$ cat src/rtl/lpt_pkg.sv
package lpt_pkg;
  localparam logic [3:0] OFS_CTRL  = 4'h0;
  localparam logic [3:0] OFS_PRESC = 4'h4;
  localparam logic [3:0] OFS_CMP   = 4'h8;
  localparam logic [3:0] OFS_CNT   = 4'hC;
  localparam int B_EN   = 0;
  localparam int B_MODE = 1;
  localparam int B_FREE = 2;
  localparam int B_IE   = 6;
  localparam int B_FLAG = 7;
  localparam int P_BYP  = 4;
  localparam int P_DIV  = 8;
endpackage

$ cat src/rtl/lpt_tick_gen.sv
module lpt_tick_gen #(
  parameter int N_SRC = 4,
  parameter int SEL_W = 2,
  parameter int DIV_W = 4
) (
  input  logic             clk_i,
  input  logic             rst_ni,
  input  logic             run_i,
  input  logic [N_SRC-1:0] src_i,
  input  logic [SEL_W-1:0] sel_i,
  input  logic             byp_i,
  input  logic [DIV_W-1:0] div_i,
  output logic             tick_o
);
  localparam int PRE_W = 1 << DIV_W;

  logic [2:0]       sync_q;
  logic             edge_w;
  logic [PRE_W-1:0] pre_q, lim_w;

  always_ff @(posedge clk_i or negedge rst_ni)
    if (!rst_ni) sync_q <= '0;
    else         sync_q <= {sync_q[1:0], src_i[sel_i]};

  assign edge_w = sync_q[1] & ~sync_q[2];
  assign lim_w  = {PRE_W{1'b1}} >> (PRE_W - 1 - int'(div_i));

  always_ff @(posedge clk_i or negedge rst_ni)
    if (!rst_ni)                pre_q <= '0;
    else if (!run_i || byp_i)   pre_q <= '0;
    else if (edge_w)            pre_q <= (pre_q == lim_w) ? '0 : pre_q + 1'b1;

  assign tick_o = run_i && edge_w && (byp_i || pre_q == lim_w);

  // prescaler never passes its limit
  a_r4_pre_bound: assert property (@(posedge clk_i) disable iff (!rst_ni)
    $stable(div_i) |=> pre_q <= lim_w);
endmodule

$ cat src/rtl/lpt_core.sv
module lpt_core #(
  parameter int CNT_W = 32
) (
  input  logic             clk_i,
  input  logic             rst_ni,
  input  logic             en_i,
  input  logic             mode_i,
  input  logic             free_i,
  input  logic             tick_i,
  input  logic [CNT_W-1:0] cmp_i,
  input  logic             clr_flag_i,
  output logic [CNT_W-1:0] cnt_o,
  output logic             flag_o,
  output logic             trig_o
);
  logic [1:0]       en_sync_q;
  logic [CNT_W-1:0] cnt_q;
  logic             flag_q, run_w, hit_w;

  // enable crosses into the tick domain through two tick-clocked stages
  always_ff @(posedge clk_i or negedge rst_ni)
    if (!rst_ni)     en_sync_q <= '0;
    else if (!en_i)  en_sync_q <= '0;
    else if (tick_i) en_sync_q <= {en_sync_q[0], 1'b1};

  assign run_w = en_sync_q[1] & ~mode_i;
  assign hit_w = en_sync_q[1] && (cnt_q == cmp_i);

  always_ff @(posedge clk_i or negedge rst_ni)
    if (!rst_ni)              cnt_q <= '0;
    else if (!en_i)           cnt_q <= '0;
    else if (tick_i && run_w) cnt_q <= (!free_i && cnt_q == cmp_i) ? '0 : cnt_q + 1'b1;

  always_ff @(posedge clk_i or negedge rst_ni)
    if (!rst_ni)         flag_q <= 1'b0;
    else if (!en_i)      flag_q <= 1'b0;
    else if (hit_w)      flag_q <= 1'b1;
    else if (clr_flag_i) flag_q <= 1'b0;

  assign cnt_o  = cnt_q;
  assign flag_o = flag_q;
  assign trig_o = hit_w;

  a_r11_disable_clears: assert property (@(posedge clk_i) disable iff (!rst_ni)
    !en_i |=> (cnt_q == '0) && !flag_q);
  a_r6_step: assert property (@(posedge clk_i) disable iff (!rst_ni)
    en_i && tick_i && run_w |=> (cnt_q == $past(cnt_q) + 1'b1) || (cnt_q == '0));
  a_r13_mode_stall: assert property (@(posedge clk_i) disable iff (!rst_ni)
    en_i && mode_i |=> $stable(cnt_q));
  a_r8_flag_set: assert property (@(posedge clk_i) disable iff (!rst_ni)
    en_i && trig_o |=> flag_q);
endmodule

$ cat src/rtl/lp_cmp_timer.sv
module lp_cmp_timer
  import lpt_pkg::*;
#(
  parameter int N_SRC = 4,
  parameter int DIV_W = 4,
  parameter int CNT_W = 32
) (
  input  logic             clk_i,
  input  logic             rst_ni,
  input  logic [N_SRC-1:0] src_clk_i,
  input  logic             wr_en_i,
  input  logic [3:0]       addr_i,
  input  logic [31:0]      wdata_i,
  output logic [31:0]      rdata_o,
  output logic             irq_o,
  output logic             trig_o
);
  localparam int SEL_W = (N_SRC > 1) ? $clog2(N_SRC) : 1;

  logic             en_q, mode_q, free_q, ie_q, byp_q;
  logic [SEL_W-1:0] sel_q;
  logic [DIV_W-1:0] div_q;
  logic [CNT_W-1:0] cmp_q, snap_q, cnt_w;
  logic             flag_w, tick_w, clr_flag_w;
  logic             wr_ctrl, wr_presc, wr_cmp, wr_cnt;

  assign wr_ctrl  = wr_en_i && addr_i == OFS_CTRL;
  assign wr_presc = wr_en_i && addr_i == OFS_PRESC;
  assign wr_cmp   = wr_en_i && addr_i == OFS_CMP;
  assign wr_cnt   = wr_en_i && addr_i == OFS_CNT;
  assign clr_flag_w = wr_ctrl && wdata_i[B_FLAG];

  always_ff @(posedge clk_i or negedge rst_ni)
    if (!rst_ni) begin
      {en_q, mode_q, free_q, ie_q} <= '0;
    end else if (wr_ctrl) begin
      en_q   <= wdata_i[B_EN];
      mode_q <= wdata_i[B_MODE];
      free_q <= wdata_i[B_FREE];
      ie_q   <= wdata_i[B_IE];
    end

  always_ff @(posedge clk_i or negedge rst_ni)
    if (!rst_ni) begin
      sel_q <= '0; byp_q <= 1'b0; div_q <= '0;
    end else if (wr_presc) begin
      sel_q <= wdata_i[SEL_W-1:0];
      byp_q <= wdata_i[P_BYP];
      div_q <= wdata_i[P_DIV +: DIV_W];
    end

  // compare is locked while running until the flag is up
  always_ff @(posedge clk_i or negedge rst_ni)
    if (!rst_ni)                        cmp_q <= '0;
    else if (wr_cmp && (!en_q || flag_w)) cmp_q <= wdata_i[CNT_W-1:0];

  always_ff @(posedge clk_i or negedge rst_ni)
    if (!rst_ni)     snap_q <= '0;
    else if (wr_cnt) snap_q <= cnt_w;

  lpt_tick_gen #(.N_SRC(N_SRC), .SEL_W(SEL_W), .DIV_W(DIV_W)) u_tick (
    .clk_i, .rst_ni, .run_i(en_q), .src_i(src_clk_i), .sel_i(sel_q),
    .byp_i(byp_q), .div_i(div_q), .tick_o(tick_w)
  );

  lpt_core #(.CNT_W(CNT_W)) u_core (
    .clk_i, .rst_ni, .en_i(en_q), .mode_i(mode_q), .free_i(free_q),
    .tick_i(tick_w), .cmp_i(cmp_q), .clr_flag_i(clr_flag_w),
    .cnt_o(cnt_w), .flag_o(flag_w), .trig_o(trig_o)
  );

  always_comb begin
    rdata_o = '0;
    unique case (addr_i)
      OFS_CTRL: begin
        rdata_o[B_EN] = en_q; rdata_o[B_MODE] = mode_q; rdata_o[B_FREE] = free_q;
        rdata_o[B_IE] = ie_q; rdata_o[B_FLAG] = flag_w;
      end
      OFS_PRESC: begin
        rdata_o[SEL_W-1:0] = sel_q; rdata_o[P_BYP] = byp_q;
        rdata_o[P_DIV +: DIV_W] = div_q;
      end
      OFS_CMP: rdata_o = 32'(cmp_q);
      OFS_CNT: rdata_o = 32'(snap_q);
      default: rdata_o = '0;
    endcase
  end

  assign irq_o = flag_w & ie_q;

  a_r10_cmp_locked: assert property (@(posedge clk_i) disable iff (!rst_ni)
    wr_cmp && en_q && !flag_w |=> $stable(cmp_q));
  a_r12_snap_hold: assert property (@(posedge clk_i) disable iff (!rst_ni)
    !wr_cnt |=> $stable(snap_q));
endmodule

$ cat config.mk
export PLATFORM = sky130hd
export DESIGN_NAME = lp_cmp_timer
export DESIGN_NICKNAME = d
export VERILOG_FILES = /design/src/rtl/lpt_pkg.sv /design/src/rtl/lpt_tick_gen.sv /design/src/rtl/lpt_core.sv /design/src/rtl/lp_cmp_timer.sv
export SDC_FILE = /design/constraint.sdc
export NUM_CORES = 1
export LEC_CHECK = 0
export BUFFER_PORTS_ARGS = -buffer_cell sky130_fd_sc_hd__buf_2
export CAP_MARGIN = 20
export CORE_ASPECT_RATIO = 1.1
export CORE_MARGIN = 3
export CORE_UTILIZATION = 45
export CTS_CLUSTER_DIAMETER = 30
export DETAILED_ROUTE_END_ITERATION = 10
export PLACE_DENSITY = 0.71
export SLEW_MARGIN = 20
export SYNTH_ARGS = -nofsm -noshare
export SYNTH_HDL_FRONTEND = slang
export SYNTH_HIERARCHICAL = 1
export SYNTH_SLANG_ARGS = --single-unit
$ cat constraint.sdc
create_clock -name clk_i -period 3 [get_ports clk_i]
set_input_delay 0.3 -clock clk_i [delete_from_list [all_inputs] [get_ports clk_i]]
set_output_delay 0.3 -clock clk_i [all_outputs]
set_load 0.01 [all_outputs]
== Yosys cells after proc, flatten, opt, wreduce, memory -nomap -nowiden ==
Index checks and enable logic that the tools add are counted.
Word-level totals
  bits in registers: 129
  latch bits: 0
  RAM bits: 0
  ROM bits: 0
  bits of input ports: 43
  word-level logic and storage cells: 71
  memories kept: 0
Operators by class
  add/sub/neg operators: 3
  multipliers: 0
  div/mod/pow operators: 0
  order comparisons: 1
  equal/unequal tests: 8
  shift-type cells: 1
  multiplexer cells: 21
  bitwise operators: 5
  reduce and logical (&&, ||, !) cells: 18
Operator list (count)
  2-to-1 mux 32 bit: 3
  2-to-1 mux 16 bit: 3
  one-hot mux 20 bit (2 select lines): 1
  adder 32 x 1 -> 32 bit, second input constant: 1
  equality test 32 bit: 1
  >> shifter 16 x 32 -> 16 bit, first input constant: 1
  adder 16 x 1 -> 16 bit, second input constant: 1
  equality test 16 bit: 1
  one-hot mux 4 bit (3 select lines): 1
  logical AND 1 bit: 11
  equality test 4 bit, second input constant: 2
  one-hot mux 2 bit (4 select lines): 1
  one-hot mux 1 bit (3 select lines): 2
  one-hot mux 2 bit (3 select lines): 1
  subtractor 4 x 4 -> 5 bit, first input constant: 1
  equality test 4 x 3 -> 1 bit, second input constant: 1
  logical NOT 4 bit: 1
  2-to-1 mux 1 bit: 4
  2-to-1 mux 2 bit: 2
  != test 2 x 1 -> 1 bit, second input constant: 2
  one-hot mux 1 bit (2 select lines): 2
  AND 1 bit: 3
  logical OR 1 bit: 3
  less-than comparator 2 x 3 -> 1 bit, second input constant: 1
  other kinds (5): 7

== Longest topological paths before layout ==
  depth in word-level cells: 8
  gate-level depth with buffers: 14
  gate-level depth less buffers: 12

== Cells and area by module ==
Netlist, hierarchy kept.
By module, submodules not included
  lp_cmp_timer: times used 1, cells an instance 230, area an instance 3468.3 sq um, sequential area each 1876.8 sq um
  lpt_core: times used 1, cells an instance 254, area an instance 2339.7 sq um, sequential area each 875.8 sq um
  lpt_tick_gen: times used 1, cells an instance 177, area an instance 1447.6 sq um, sequential area each 475.5 sq um

== Worst setup path after synthesis ==
Ideal clock, no wire load.
  kind: register to register
  start point: register div_q[0]
  end point: register u_core.cnt_q[16], in the netlist u_core/cnt_o[16]
  setup time: 0.119 ns
  arrival time: 3.165 ns
  path slack: -0.284 ns
  cell stages (with the launch flop): 14
  path buffers: 1
  period minus slack after synthesis: 3.284 ns
  cell sequence: dfrtp_1 > buf_6 > or3_4 > o311a_1 > or4b_1 > a211oi_2 > a21oi_1 > nor2_1 > nand3b_1 > a2111oi_4 > and3_1 > and3_1 > xnor2_1 > nor2_1
Between the ends
  cells in the longest elaborated chain, start to end: 7
Ends and longest elaborated chain
  start, declared: line lp_cmp_timer.sv:22  | logic [DIV_W-1:0] div_q;
  start signal, assigned: line lp_cmp_timer.sv:49  | div_q <= wdata_i[P_DIV +: DIV_W];
  subtractor 4 x 4 -> 5 bit: line lpt_tick_gen.sv:26  | assign lim_w = {PRE_W{1'b1}} >> (PRE_W - 1 - int'(div_i));
  >> shifter 16 x 32 -> 16 bit: line lpt_tick_gen.sv:26
  equality test 16 bit: line lpt_tick_gen.sv:33  | assign tick_o = run_i && edge_w && (byp_i || pre_q == lim_w);
  logical OR 1 bit: line lpt_tick_gen.sv:33
  logical AND 1 bit: line lpt_tick_gen.sv:33
  named net tick_w: line lp_cmp_timer.sv:24  | logic flag_w, tick_w, clr_flag_w;
  logical AND 1 bit: line lpt_core.sv:32  | else if (tick_i && run_w) cnt_q <= (!free_i && cnt_q == cmp_i) ? '0 : cnt_q + 1'b1;
  != test 2 x 1 -> 1 bit (no line)
  end signal, assigned: line lpt_core.sv:32
  end, declared: line lpt_core.sv:17  | logic [CNT_W-1:0] cnt_q;
The timed path passes the listed nets, and every way through them passes these cells.
A chain may end at the register's enable or synchronous reset.

== Worst setup path after layout ==
  start point: register div_q[1]
  end point: register u_core.cnt_q[16], in the netlist u_core/cnt_o[16]
Same word-level chain as after synthesis.

==> run summary <==
total power - 4.94 mW
Vias - 5795
Async S/R FF share, synth - 100%
syn nets - 706
CP cell instances - buf_4, buf_4, a211oi_1, o2bb2ai_1, o32ai_2, a211oi_4, a21oi_2, nor2_2, nand3b_1, a2111oi_4, and3_1, and3_4, xnor2_2, nor2_1
grt ovf - 0
critical path arrival - 3.43 ns
Synth Instances - 661
First-pass DRT Iterations - 5
Die Y - 139 um
RSZ-0062 raised after global routing - yes
most frequent CP cell - buf_4
Worst Setup SP - div_q[1]
Nets - 809
Final ANT Viol Nets - 0
clk_skew - 0.0104 ns
internal power - 3.44 mW
Layout area overhead - 20.5%
Final HPWL DP - 12900 um
final instance area - 8740 um^2
Top FF cell, synth - dfrtp_1
FMAX - 0.320 GHz
placed insts - 936
min Tclk post-route - 3.12 ns
CTS Buf Count - 17
Max Cap Violations - 0
pin count of the biggest net entering global routing - 57
Max Slew Vio Count - 0
R2R Path Start - div_q[1]
setup_tns - -0.854 ns
antenna cells - 0
Clock power frac - 39.5%
hold path start - wdata_i[19]
I/O pin count - 77
Initial Util - 46.1%
critical path data required time - 3.31 ns
synth top area cells - dfrtp_1 44%, mux2_2 7.8%, mux2_4 6.0%
#FFs+latches synth - 129
Leak Pwr - 4.20 nW
placeable core area - 15700 um^2
synth cell count leaders - 129 x dfrtp_1, 50 x mux2_2, 46 x nor2_1, 46 x xor2_1, 42 x nand2_1
Worst-Margin Slew - 0.934 ns
CP peak stage delay - 0.41 ns
Post-Route WL - 19100 um
Critical Path Source Type - flip-flop
port bufs - 76
failing checks - setup timing
GPL Wtd Cong - 0.912
worst skew pair latency - 0.43 ns
clk sink count - 129
crit path kind - reg2reg
Horiz. Die Dim - 127 um
Cell Area, Synth - 7260 um^2
Psw - 1.50 mW
fillers - 1343
final setup vio count - 14
Starting DRT DRC Count - 477
maximum vdd drop - 0.478 mV
crit path max fanout - 7
die area - 17700 um^2
most numerous cell in the Yosys netlist - dfrtp_1
worst min-delay path class - in2reg
row count - 48
CP max-delay cell - dfrtp_1
drt wl/cell - 19.5 um
non-filler cells, final - 977
Final Cycle Share - 104%
combinational share of power - 18.6%
Avg Synthesized Cell Area - 11.0 um^2
initial antenna violation count - 0
slew margin rel. - 37.5%
CTS Buffer Depth - 2
Vias/cell - 5.93
Synth area leader - dfrtp_1
share of cells above drive strength 1 - 36.2%
Reg clk slew, reported paths - 0.06 ns
vias in the first global route - 5813
Place WS - -0.219 ns
Synth Warn # - 6
sequential fraction of design power - 41.9%
register area share after synthesis - 44.5%
Root Buffer - clkbuf_16
CP endpoint kind - flip-flop
placement-stage cell area - 7980 um^2
outcome - complete, but fails checks
H-tree levels - 4
Residual DRC - 0
Hold Vio Cnt, Final - 0
GRT Total Usage - 21.8%
Sw Share - 30.4%
first-pass GRT wire length - 30900 um
CTS tree - yes
Synth cell types - 74
EDFF count, synth - 0
setup ws final - -0.124 ns
power per cell area - 565 nW/um^2
top-area cell type share of the netlist area - 44.5%
## state kept, by name, indices dropped and copies added (netlist names), 2 cells and up
name,cells
sel_q,2
snap_q,32
cmp_q,32
div_q,4
u_tick/pre_q,16
u_tick/sync_q,3
u_core/cnt_o,32
u_core/en_sync_q,2
## cells in the final DEF (no fill, tap or decap), drive strengths merged, types with 9 or more instances in the layout
cell type / instances
nand2: 42
xor2: 46
dfrtp: 129
a21oi: 10
xnor2: 9
a22o: 22
nand3: 40
nor4: 17
clkbuf: 17
nor2: 46
and3: 16
nor2b: 10
and2: 10
or3: 9
mux2: 80
inv: 12
nor3: 9
nand4: 11
buf: 126
## critical path, delay by kind of cell (launching register included)
family	cells	cell delay, ns
xor+xnor	1	0.10
compound gates	6	1.42
buf+inv	2	0.31
flops	1	0.41
simple gates	5	0.76
## path summary, 6_finish.rpt
path	end	slack, ns	cells after the start
worst max-delay path	u_core/cnt_o[16]	-0.12	14
min in group asynchronous	cmp_q[0]	0.50	2
worst max register to register	u_core/cnt_o[16]	-0.12	14
max in group asynchronous	u_core/cnt_o[25]	1.65	3
worst min register to register	u_tick/sync_q[1]	0.36	0
worst min-delay path	cmp_q[19]	0.10	2
## power groups by stage
stage	combinational (mW)	clock, mW	sequential [mW]
after detailed placement	0.851	0	2.10
final	0.918	1.95	2.07
after global placement	0.831	0	2.09
after CTS	0.889	1.99	2.07
after floorplan	0.589	0	2.03
after global routing	0.985	2.06	2.09
## per-layer routing
| layer | vias up | track usage, % | part of all wire [%] |
|---|---|---|---|
| met3 | 37 | 5.35 | 5.8 |
| met1 | 2912 | 29.0 | 44 |
| met5 | - | 0 | 0 |
| met4 | 0 | 7.06 | 1.9 |
| met2 | 209 | 35.1 | 48 |
| li1 | 2637 | - | - |
## final cells by class
class	instances	area [um^2]	share of cell area, %
clock inverter	15	129	1.47
clock buffer	17	425	4.87
sequential	129	3230	37.0
inverter	6	22.5	0.258
multi-input combinational	483	3880	44.4
tap	200	250	2.86
timing repair buffer	127	802	9.18
## per-stage QoR
| stage | hold slack, ns | util, % |
|---|---|---|
| 2_1_floorplan | 0.00441 | - |
| 3_3_place_gp | 0.349 | 50.7 |
| 3_5_place_dp | 0.341 | 50.7 |
| 4_1_cts | 0.0793 | 54.8 |
| 5_1_grt | 0.0900 | 55.5 |
| 6_report | 0.102 | 55.5 |
## kinds of logic (layout without fill, tap and decap cells)
logic type | count (synthesis) | count (layout) | synth area share, %
flip-flops | 129 | 129 | 44.5
AND/OR/NAND/NOR | 242 | 242 | 18.8
multiplexers | 87 | 87 | 15.4
AO/OA/AOI/OAI | 97 | 97 | 10.7
adder cells (fa/ha/maj) | 2 | 2 | 0.345
buffers and inverters | 49 | 165 | 3.67
XOR/XNOR | 55 | 55 | 6.64
## timing repair
item | CTS | global route
endpoints found under the hold margin | 53 | 0
hold buffers | 1 | 0
buffers inserted | 4 | 3
gates resized for setup | 6 | 19
cloned | 0 | 1
pin swaps | 1 | 2
endpoints found under the setup margin | 24 | 28
No activity file was read; power rests on OpenSTA's default activity.
